### src/rtl/spm_pkg.sv
package spm_pkg;
  // bits needed to count from 0 to n-1
  function automatic int ctr_width(input int n);
    return (n < 2) ? 1 : $clog2(n);
  endfunction
endpackage

### src/rtl/spm_cell.sv
module spm_cell (
  input  logic clk,
  input  logic rst_n,
  input  logic clr,
  input  logic en,
  input  logic pp,
  input  logic s_in,
  output logic s_q
);
  logic       c_q;
  logic [1:0] tot;

  assign tot = {1'b0, pp} + {1'b0, s_in} + {1'b0, c_q};

  always_ff @(posedge clk or negedge rst_n) begin
    if (!rst_n) begin
      s_q <= 1'b0;
      c_q <= 1'b0;
    end else if (clr) begin
      s_q <= 1'b0;
      c_q <= 1'b0;
    end else if (en) begin
      s_q <= tot[0];
      c_q <= tot[1];
    end
  end
endmodule

### src/rtl/spm_array.sv
module spm_array #(
  parameter int K = 8
) (
  input  logic         clk,
  input  logic         rst_n,
  input  logic         clr,
  input  logic         en,
  input  logic [K-1:0] mcand,
  input  logic         xbit,
  output logic         lsb
);
  logic [K:0] s_chain;

  assign s_chain[K] = 1'b0;

  for (genvar i = 0; i < K; i++) begin : g_cell
    logic pp;
    assign pp = mcand[i] & xbit;
    spm_cell u_cell (
      .clk  (clk),
      .rst_n(rst_n),
      .clr  (clr),
      .en   (en),
      .pp   (pp),
      .s_in (s_chain[i+1]),
      .s_q  (s_chain[i])
    );
  end

  assign lsb = s_chain[0];
endmodule

### src/rtl/spm_ctrl.sv
module spm_ctrl #(
  parameter int K = 8
) (
  input  logic clk,
  input  logic rst_n,
  input  logic start,
  input  logic mbit_valid,
  input  logic prod_ready,
  output logic mbit_ready,
  output logic prod_valid,
  output logic feeding,
  output logic step
);
  localparam int CW = spm_pkg::ctr_width(2 * K);
  localparam logic [CW-1:0] LAST = CW'(2 * K - 1);
  localparam logic [CW-1:0] HALF = CW'(K);

  logic          busy;
  logic          ov;
  logic [CW-1:0] cnt;
  logic          slot_free;

  assign feeding    = cnt < HALF;
  assign slot_free  = !ov || prod_ready;
  assign step       = busy && !start && slot_free && (!feeding || mbit_valid);
  assign mbit_ready = busy && !start && slot_free && feeding;
  assign prod_valid = ov;

  always_ff @(posedge clk or negedge rst_n) begin
    if (!rst_n) begin
      busy <= 1'b0;
      ov   <= 1'b0;
      cnt  <= '0;
    end else if (start) begin
      busy <= 1'b1;
      ov   <= 1'b0;
      cnt  <= '0;
    end else if (step) begin
      ov <= 1'b1;
      if (cnt == LAST) busy <= 1'b0;
      else             cnt  <= cnt + 1'b1;
    end else if (prod_ready) begin
      ov <= 1'b0;
    end
  end
endmodule

### src/rtl/spm_serial_mul.sv
module spm_serial_mul #(
  parameter int K = 8
) (
  input  logic         clk,
  input  logic         rst_n,
  input  logic         start,
  input  logic [K-1:0] mcand,
  input  logic         mbit_valid,
  output logic         mbit_ready,
  input  logic         mbit,
  output logic         prod_valid,
  input  logic         prod_ready,
  output logic         prod_bit
);
  logic [K-1:0] mcand_q;
  logic         feeding;
  logic         step;
  logic         xbit;

  always_ff @(posedge clk or negedge rst_n) begin
    if (!rst_n)     mcand_q <= '0;
    else if (start) mcand_q <= mcand;
  end

  spm_ctrl #(.K(K)) u_ctrl (
    .clk       (clk),
    .rst_n     (rst_n),
    .start     (start),
    .mbit_valid(mbit_valid),
    .prod_ready(prod_ready),
    .mbit_ready(mbit_ready),
    .prod_valid(prod_valid),
    .feeding   (feeding),
    .step      (step)
  );

  // trailing K steps use an internal zero multiplier bit
  assign xbit = feeding ? mbit : 1'b0;

  spm_array #(.K(K)) u_array (
    .clk  (clk),
    .rst_n(rst_n),
    .clr  (start),
    .en   (step),
    .mcand(mcand_q),
    .xbit (xbit),
    .lsb  (prod_bit)
  );
endmodule

### config.mk
export PLATFORM = sky130hd
export DESIGN_NAME = spm_serial_mul
export DESIGN_NICKNAME = d
export VERILOG_FILES = /design/src/rtl/spm_pkg.sv /design/src/rtl/spm_cell.sv /design/src/rtl/spm_array.sv /design/src/rtl/spm_ctrl.sv /design/src/rtl/spm_serial_mul.sv
export SDC_FILE = /design/constraint.sdc
export NUM_CORES = 1
export LEC_CHECK = 0
export BUFFER_PORTS_ARGS = -buffer_cell sky130_fd_sc_hd__buf_4
export CAP_MARGIN = 10
export CORE_UTILIZATION = 52
export DETAILED_ROUTE_END_ITERATION = 10
export PLACE_DENSITY = 0.76
export SYNTH_ARGS = -nofsm -noshare
export SYNTH_HDL_FRONTEND = slang
export SYNTH_SLANG_ARGS = --single-unit
### constraint.sdc
create_clock -name clk -period 3 [get_ports clk]
set_input_delay 0.3 -clock clk [delete_from_list [all_inputs] [get_ports clk]]
set_output_delay 0.3 -clock clk [all_outputs]
set_load 0.05 [all_outputs]
==> impl_results.md, run 1 <==
* Number of synthesized flops with an enable pin at 0
* DP Wirelength at 1674 um
* Top_reg_cell synth: dfrtp_1
* Worst hold path type: input pin to flop
* CTS Hold Buffers Added at 1
* CP max stage delay at between 0.4 and 0.5 ns
* TritonCTS clock tree: built
* FP Rows at 19
* Die Span X at 56.87 um
* Cell Pwr Density at 455.8 nW/um^2
* Highest clock rate at approximately 560 MHz
* Final Max Tran Viols at 0
* Drt wl/cell at 15.14 um
* Ant. Diodes at 0
* Max transition margin at 74.39%
* Congestion Overflow GR at 0
* Starting DRC count in detailed routing at 28
* Initial antenna violation count at 0
* Fin crit period at between 1.5 and 2 ns
* Vias/cell at 5.449
* IO Pins at 17
* Number of global-route vias before repair at slightly above 1000
* Final WS setup at 1.210 ns
* Vias at 910
* Cell count along the critical path at 4
* Peak supply drop at approximately 0.00032 V
* Worst path bufs/invs at 0
* Post CTS Setup Buffer Count at 0
* Layout net count at 159
* Port buffer count at 16
* Slew @ Worst Pin at 0.3841 ns
* Syn-to-layout area delta at 11.43%
* Routability cong. at between 0.7 and 0.8
* Synth Instances at 116
* Final WL at 2528 um
* RSZ-0062 raised after global routing: false
* CP required at 3.22 ns
* Asr flop ratio synth at 100.0%
* Failing checks: design-rule violations
* WHS Path Cells at 2
* Clk buf depth at 2
* Tot Pwr at 794.9 uW
* Clk sinks at 30
* CP Cell Sequence: and2b_1, and2_1, fa_1, mux2_2
* Synthesized flop and latch total at 30
* Critical path class: flop to flop
* Placed Cells at roughly 160
* Sequential fraction of the synthesis area at 47.96%
* Outcome: finished, violations left
* Worst-path clk slew at 0.09 ns
* Post-route clock period utilization at 59.67%
* Core area at 2805 sq um
* Hold WS at a little under 0.2 ns
* Setup TNS at 0 ns
* Syn_nets at 139
* Depth of the most critical reg-to-reg path at 4
* Pre-CTS setup slack at 1.187 ns
* Post-route ant nets at 0
* Max-Cap Viols at 0
* Nature of the critical path startpoint: flop
* Mapped Area at 1565 sq um
* First-pass iteration count of the detailed router at 7
* Clk_skew at 0.01039 ns
* Wire length of the first global-routing pass at 4554 um
* Leading cell types in the layout, fill and taps excluded: dfrtp_1 (30), nor2b_1 (19), mux2_2 (18)
* Leak at approximately 0.00084 uW
* Synth warn at 0
* Critical path's top delay family: simple AND/OR/NAND/NOR gates
* Hold Violations, Final at 0
* CTS buffer count at 5
* Worst path slowest cell: dfrtp_1
* Fin cells at 167
* Die Area at 3234 sq um
* Syn Area/Cell at around 13 sq um
* # DRC at 2
* Layout cells sized above 1 at 34.56%
* Starting density of the core at 55.80%
* # setup viols final at 0
* Synth unique cells at 25
* GRT Total Usage at 19.17%
* Largest net degree at the start of global routing at 32
* CP endpoint kind: flop
* Worst-Skew Late Latency at 0.33 ns
* Worst EP arrival at 2.01 ns
* Clk root buf: clkbuf_4
* Cts repair resizes at 0
* Die height at 56.87 um
* Commonest non-fill, non-tap cell in the layout: dfrtp_1
* Maximum fanout along the worst path at 8
* Htree depth at 2
[cells by family (layout without fill, tap and decap cells)]
kind of cell | Yosys count | in the layout | synth area share, %
compound gates | 6 | 6 | 3.118
fa+ha+maj | 9 | 9 | 10.55
flops | 30 | 30 | 47.96
buf+inv | 5 | 25 | 2.718
simple gates | 40 | 40 | 15.35
mux | 26 | 26 | 20.30
[layout make-up]
type	instances	area, sq um
fill	228	1061
multi-input combinational	81	772.0
sequential	30	750.7
timing repair buffer	18	137.6
clock buffer	7	45.04
tap	31	38.79
[metal layers]
| metal | global-route usage (%) | routed length, um | vias up |
|---|---|---|---|
| li1 | - | - | 433 |
| met1 | 23.70 | 1142 | 457 |
| met2 | 30.61 | 1229 | 14 |
| met3 | 7.834 | 110 | 6 |
| met4 | 6.272 | 44 | 0 |
| met5 | 0 | 0 | - |
[worst paths after layout]
kind | start | to | slack (ns)
min in group asynchronous | rst_n | u_array.g_cell[3].u_cell.s_q | 0.43
hold reg to reg | u_ctrl.busy | u_ctrl.busy | 0.48
max in group asynchronous | rst_n | u_array.g_cell[4].u_cell.c_q | 2.29
hold / removal | mcand[2] | mcand_q[2] | 0.19
setup / recovery | u_ctrl.cnt[3] | u_array.g_cell[4].u_cell.s_q | 1.21
setup reg to reg | u_ctrl.cnt[3] | u_array.g_cell[4].u_cell.s_q | 1.21
[cells in the mapped netlist (2+ instances only)]
library cell | n | share of area, %
dfrtp_1 | 30 | 48
nor2b_1 | 19 | 7.6
mux2_2 | 18 | 13
and2_1 | 8 | 3.2
fa_1 | 7 | 9.0
mux2_4 | 7 | 6.7
nand2b_1 | 3 | 1.2
a41oi_1 | 2 | 1.1
and3_1 | 2 | 0.80
clkbuf_1 | 2 | 0.48
ha_1 | 2 | 1.6
nand2_1 | 2 | 0.48
nor2_1 | 2 | 0.48
[flip-flops by register name (all words and copies together), names as in the netlist]
| name | cells |
|---|---|
| mcand_q | 8 |
| u_array.g_cell.u_cell.c_q | 8 |
| u_array.g_cell.u_cell.s_q | 8 |
| u_ctrl.cnt | 4 |
| u_ctrl.busy | 1 |
| u_ctrl.prod_valid | 1 |
[where the power goes]
part           total (uW)  switching [uW]  internal (uW)
clock network         218             130           88.2
logic                 126            60.9           64.7
registers             451            19.5            432
total                 795             210            584
[stage by stage]
| step | utilization, % | instance area, sq um |
|---|---|---|
| 2_1_floorplan | - | 1565 |
| 3_3_place_gp | 60.21 | 1689 |
| 3_5_place_dp | 60.21 | 1689 |
| 4_1_cts | 62.18 | 1744 |
| 5_1_grt | 62.18 | 1744 |
| 6_report | 62.18 | 1744 |
(Power assumes the default switching activity.)
==> run 2: changes to the inputs <==
--- a/config.mk
+++ b/config.mk
@@ -5,11 +5,12 @@
 export SDC_FILE = /design/constraint.sdc
 export NUM_CORES = 1
 export LEC_CHECK = 0
+export ABC_AREA = 1
 export BUFFER_PORTS_ARGS = -buffer_cell sky130_fd_sc_hd__buf_4
 export CAP_MARGIN = 10
-export CORE_UTILIZATION = 52
+export CORE_UTILIZATION = 51
 export DETAILED_ROUTE_END_ITERATION = 10
-export PLACE_DENSITY = 0.76
+export PLACE_DENSITY = 0.78
 export SYNTH_ARGS = -nofsm -noshare
 export SYNTH_HDL_FRONTEND = slang
 export SYNTH_SLANG_ARGS = --single-unit
==> constraint.sdc (replaced) <==
create_clock -name clk -period 1.5 [get_ports clk]
set_input_delay 0.15 -clock clk [delete_from_list [all_inputs] [get_ports clk]]
set_output_delay 0.15 -clock clk [all_outputs]
set_load 0.05 [all_outputs]
==> run 2 against run 1 <==
Compared with the run above: the run now ends clean; area after synthesis decreased by 4.8%; clock skew decreased by 0.0038 ns; cell count increased by 33%; flip-flop and latch count unchanged; die area decreased by 2.8%; critical path depth increased by 1; final area decreased by 2.2%; non-clock buffer count increased by 1; synthesized cell count increased by 45%; critical endpoint is now u_ctrl.cnt[1].
==> impl_results.md, run 2 <==
* IO Pins at 17
* Htree depth at 2
* Leak at 0.0009733 uW
* TritonCTS clock tree: built
* Asr flop ratio synth at between 90% and 100%
* Layout net count at 213
* Vias at 1150
* Clk root buf: clkbuf_4
* Die height at 56.06 um
* Worst-path clk slew at 0.10 ns
* Met1 global-route usage at about a quarter
* Post-route ant nets at 0
* Die Area at approximately 3100 sq um
* Top-count cell post-synth: nand2_1
* Clk buf depth at 2
* Number of synthesized flops with an enable pin at 0
* Share of the synthesized area in the top cell type at 50.38%
* First-pass iteration count of the detailed router at 4
* Peak supply drop at approximately 0.00073 V
* Layout cells sized above 1 at 19.37%
* Met3 Track Usage GR at 5.116%
* Wire length of the first global-routing pass at 4816 um
* Worst EP arrival at 1.64 ns
* Logic gate share of total power at 17.0%
* Clk_skew at 0.006576 ns
* Port buffer count at 16
* Syn-to-layout area delta at 14.44%
* Cell taking the most area after synthesis: dfrtp_1
* Synth Instances at roughly 170
* Switching Share at 29.80%
* Clock network power share at 29.8%
* Core area at roughly 2800 sq um
* GRT Total Usage at 20.27%
* Power Internal at approximately 1200 uW
* Synth warn at 0
* CP endpoint kind: flop
* P_sw at 508.1 uW
* Routability cong. at 0.7465
* Worst hold path type: input pin to flop
* RSZ-0062 raised after global routing: false
* M2 GR Usage at around a third
* Slew @ Worst Pin at 0.3814 ns
* Die Span X at approximately 56 um
* Top Registers: mcand_q (8), u_array.g_cell.u_cell.c_q (8), u_array.g_cell.u_cell.s_q (8)
* Starting DRC count in detailed routing at 29
* Setup TNS at 0 ns
* # setup viols final at 0
* Cell Pwr Density at about 1000 nW/um^2
* # DRC at 0
* Sequential fraction of the synthesis area at 50.38%
* Hold Violations, Final at 0
* Vias/cell at about 5.2
* Syn Area/Cell at ~8.9 sq um
* Post-route clock period utilization at 94.00%
* Syn_nets at 191
* CTS buffer count at 5
* Nature of the critical path startpoint: flop
* Max transition margin at 74.57%
* Drt wl/cell at 12.45 um
* Busiest grt layer: met2
* Outcome: complete, no violations
* Synth unique cells at 16
* Leading cell types in the layout, fill and taps excluded: nand2_1 (68), dfrtp_1 (30), buf_4 (18)
* DP Wirelength at 1940 um
* Commonest non-fill, non-tap cell in the layout: nand2_1
* Maximum fanout along the worst path at 5
* Fin area at 1705 sq um
* Congestion Overflow GR at 0
* Final Max Tran Viols at 0
* Ant. Diodes at 0
* Initial antenna violation count at 0
* Flop pwr share at between 50% and 60%
* Critical path class: flop to flop
* Worst-Skew Late Latency at about 0.33 ns
* Clk sinks at 30
* DP Area at 1628 sq um
* FP Rows at 19
* CP required at 1.73 ns
* Commonest cells post-synth: nand2_1 (70), dfrtp_1 (30), nor2_1 (14)
* Starting density of the core at 54.04%
* Largest net degree at the start of global routing at 31
* Highest clock rate at 709.2 MHz
* Number of global-route vias before repair at 1109
* Top_reg_cell synth: dfrtp_1
* Synthesized flop and latch total at 30
* Final WL at about 2800 um
* Max-Cap Viols at 0
* Synth top area cells: dfrtp_1 (50%), nand2_1 (18%), fa_1 (9.4%), nor2_1 (3.5%), o21ai_0 (3.4%)
* Mapped Area at 1490 sq um
* Fin crit period at 1.410 ns
## run 2: cell count changes after synthesis, moves of 7 or more
cell / previous run / this run
o21ai_0: 0 / 10
nand2_1: 2 / 70
nor2b_1: 19 / 0
nand3_1: 1 / 8
nor2_1: 2 / 14
inv_1: 0 / 13
mux2_2: 18 / 0
and2_1: 8 / 0
mux2_4: 7 / 0
## run 2: repair_timing
| item | 4_1_cts | 5_1_grt |
|---|---|---|
| setup endpoints to repair | 0 | 8 |
| endpoints found under the hold margin | 30 | 0 |
| gates resized for setup | 0 | 3 |
| hold buffers | 1 | 0 |
| buffers inserted | 0 | 0 |
## run 2: worst max-delay path, cell delays in order (launching register included)
cell and delay (ns):
dfrtp_1 0.45, ha_1 0.25, nand3_1 0.18, nand4_1 0.22, nand3_1 0.15, nand2_1 0.06
## run 2: cell families (layout without fill, tap and decap cells)
| logic type | Yosys count | in the layout | synth area share, % |
|---|---|---|---|
| DFF | 30 | 30 | 50.38 |
| buffers and inverters | 21 | 44 | 7.053 |
| and+or+nand+nor | 98 | 98 | 28.13 |
| AOI/OAI and AO/OA | 10 | 10 | 3.359 |
| adders and majority gates | 9 | 9 | 11.08 |
## run 2: path summary, 6_finish.rpt
kind | endpoint | slack, ns | cells past startpoint | start
worst max-delay path | u_ctrl.cnt[1] | 0.09 | 5 | u_ctrl.cnt[0]
worst max register to register | u_ctrl.cnt[1] | 0.09 | 5 | u_ctrl.cnt[0]
worst min-delay path | mcand_q[2] | 0.02 | 3 | mcand[2]
worst min register to register | u_array.g_cell[0].u_cell.s_q | 0.50 | 2 | u_array.g_cell[0].u_cell.s_q
min in group asynchronous | u_array.g_cell[0].u_cell.c_q | 0.27 | 2 | rst_n
max in group asynchronous | u_array.g_cell[3].u_cell.c_q | 0.94 | 2 | rst_n
## run 2: routing by layer
metal  up-vias  share of wire [%]
met5         -                  0
met4         0                2.3
met3        15                6.8
met2        41                 49
met1       540                 42
li1        554                  -
## run 2: layout make-up
type	instances	area (sq um)
multi-input combinational	117	644.4
clock inverter	1	5.005
tap	31	38.79
clock buffer	7	55.05
sequential	30	750.7
timing repair buffer	19	145.1
fill	248	1052
inverter	17	66.31
## run 2: power groups by stage
stage	Clock (uW)	Combinational (uW)	Sequential (uW)
4_1_cts	516	289	907
2_1_floorplan	0	172	935
5_1_grt	556	325	917
3_5_place_dp	0	285	923
3_3_place_gp	0	270	918
6_report	507	290	908
## run 2: per-stage QoR
stage                     power, uW  hold slack [ns]  utilization [%]  cells  setup WS (ns)
final                          1705          0.01921            61.84    222        0.08996
after global routing           1798          0.01870            61.84    222        0.01277
after CTS                      1712          0.02017            61.57    222       0.006663
after detailed placement       1208           0.1003            59.03    213        0.02395
after global placement         1188          0.09444            59.03    213        0.07650
after floorplan                1107          -0.1456                -    168        0.07109
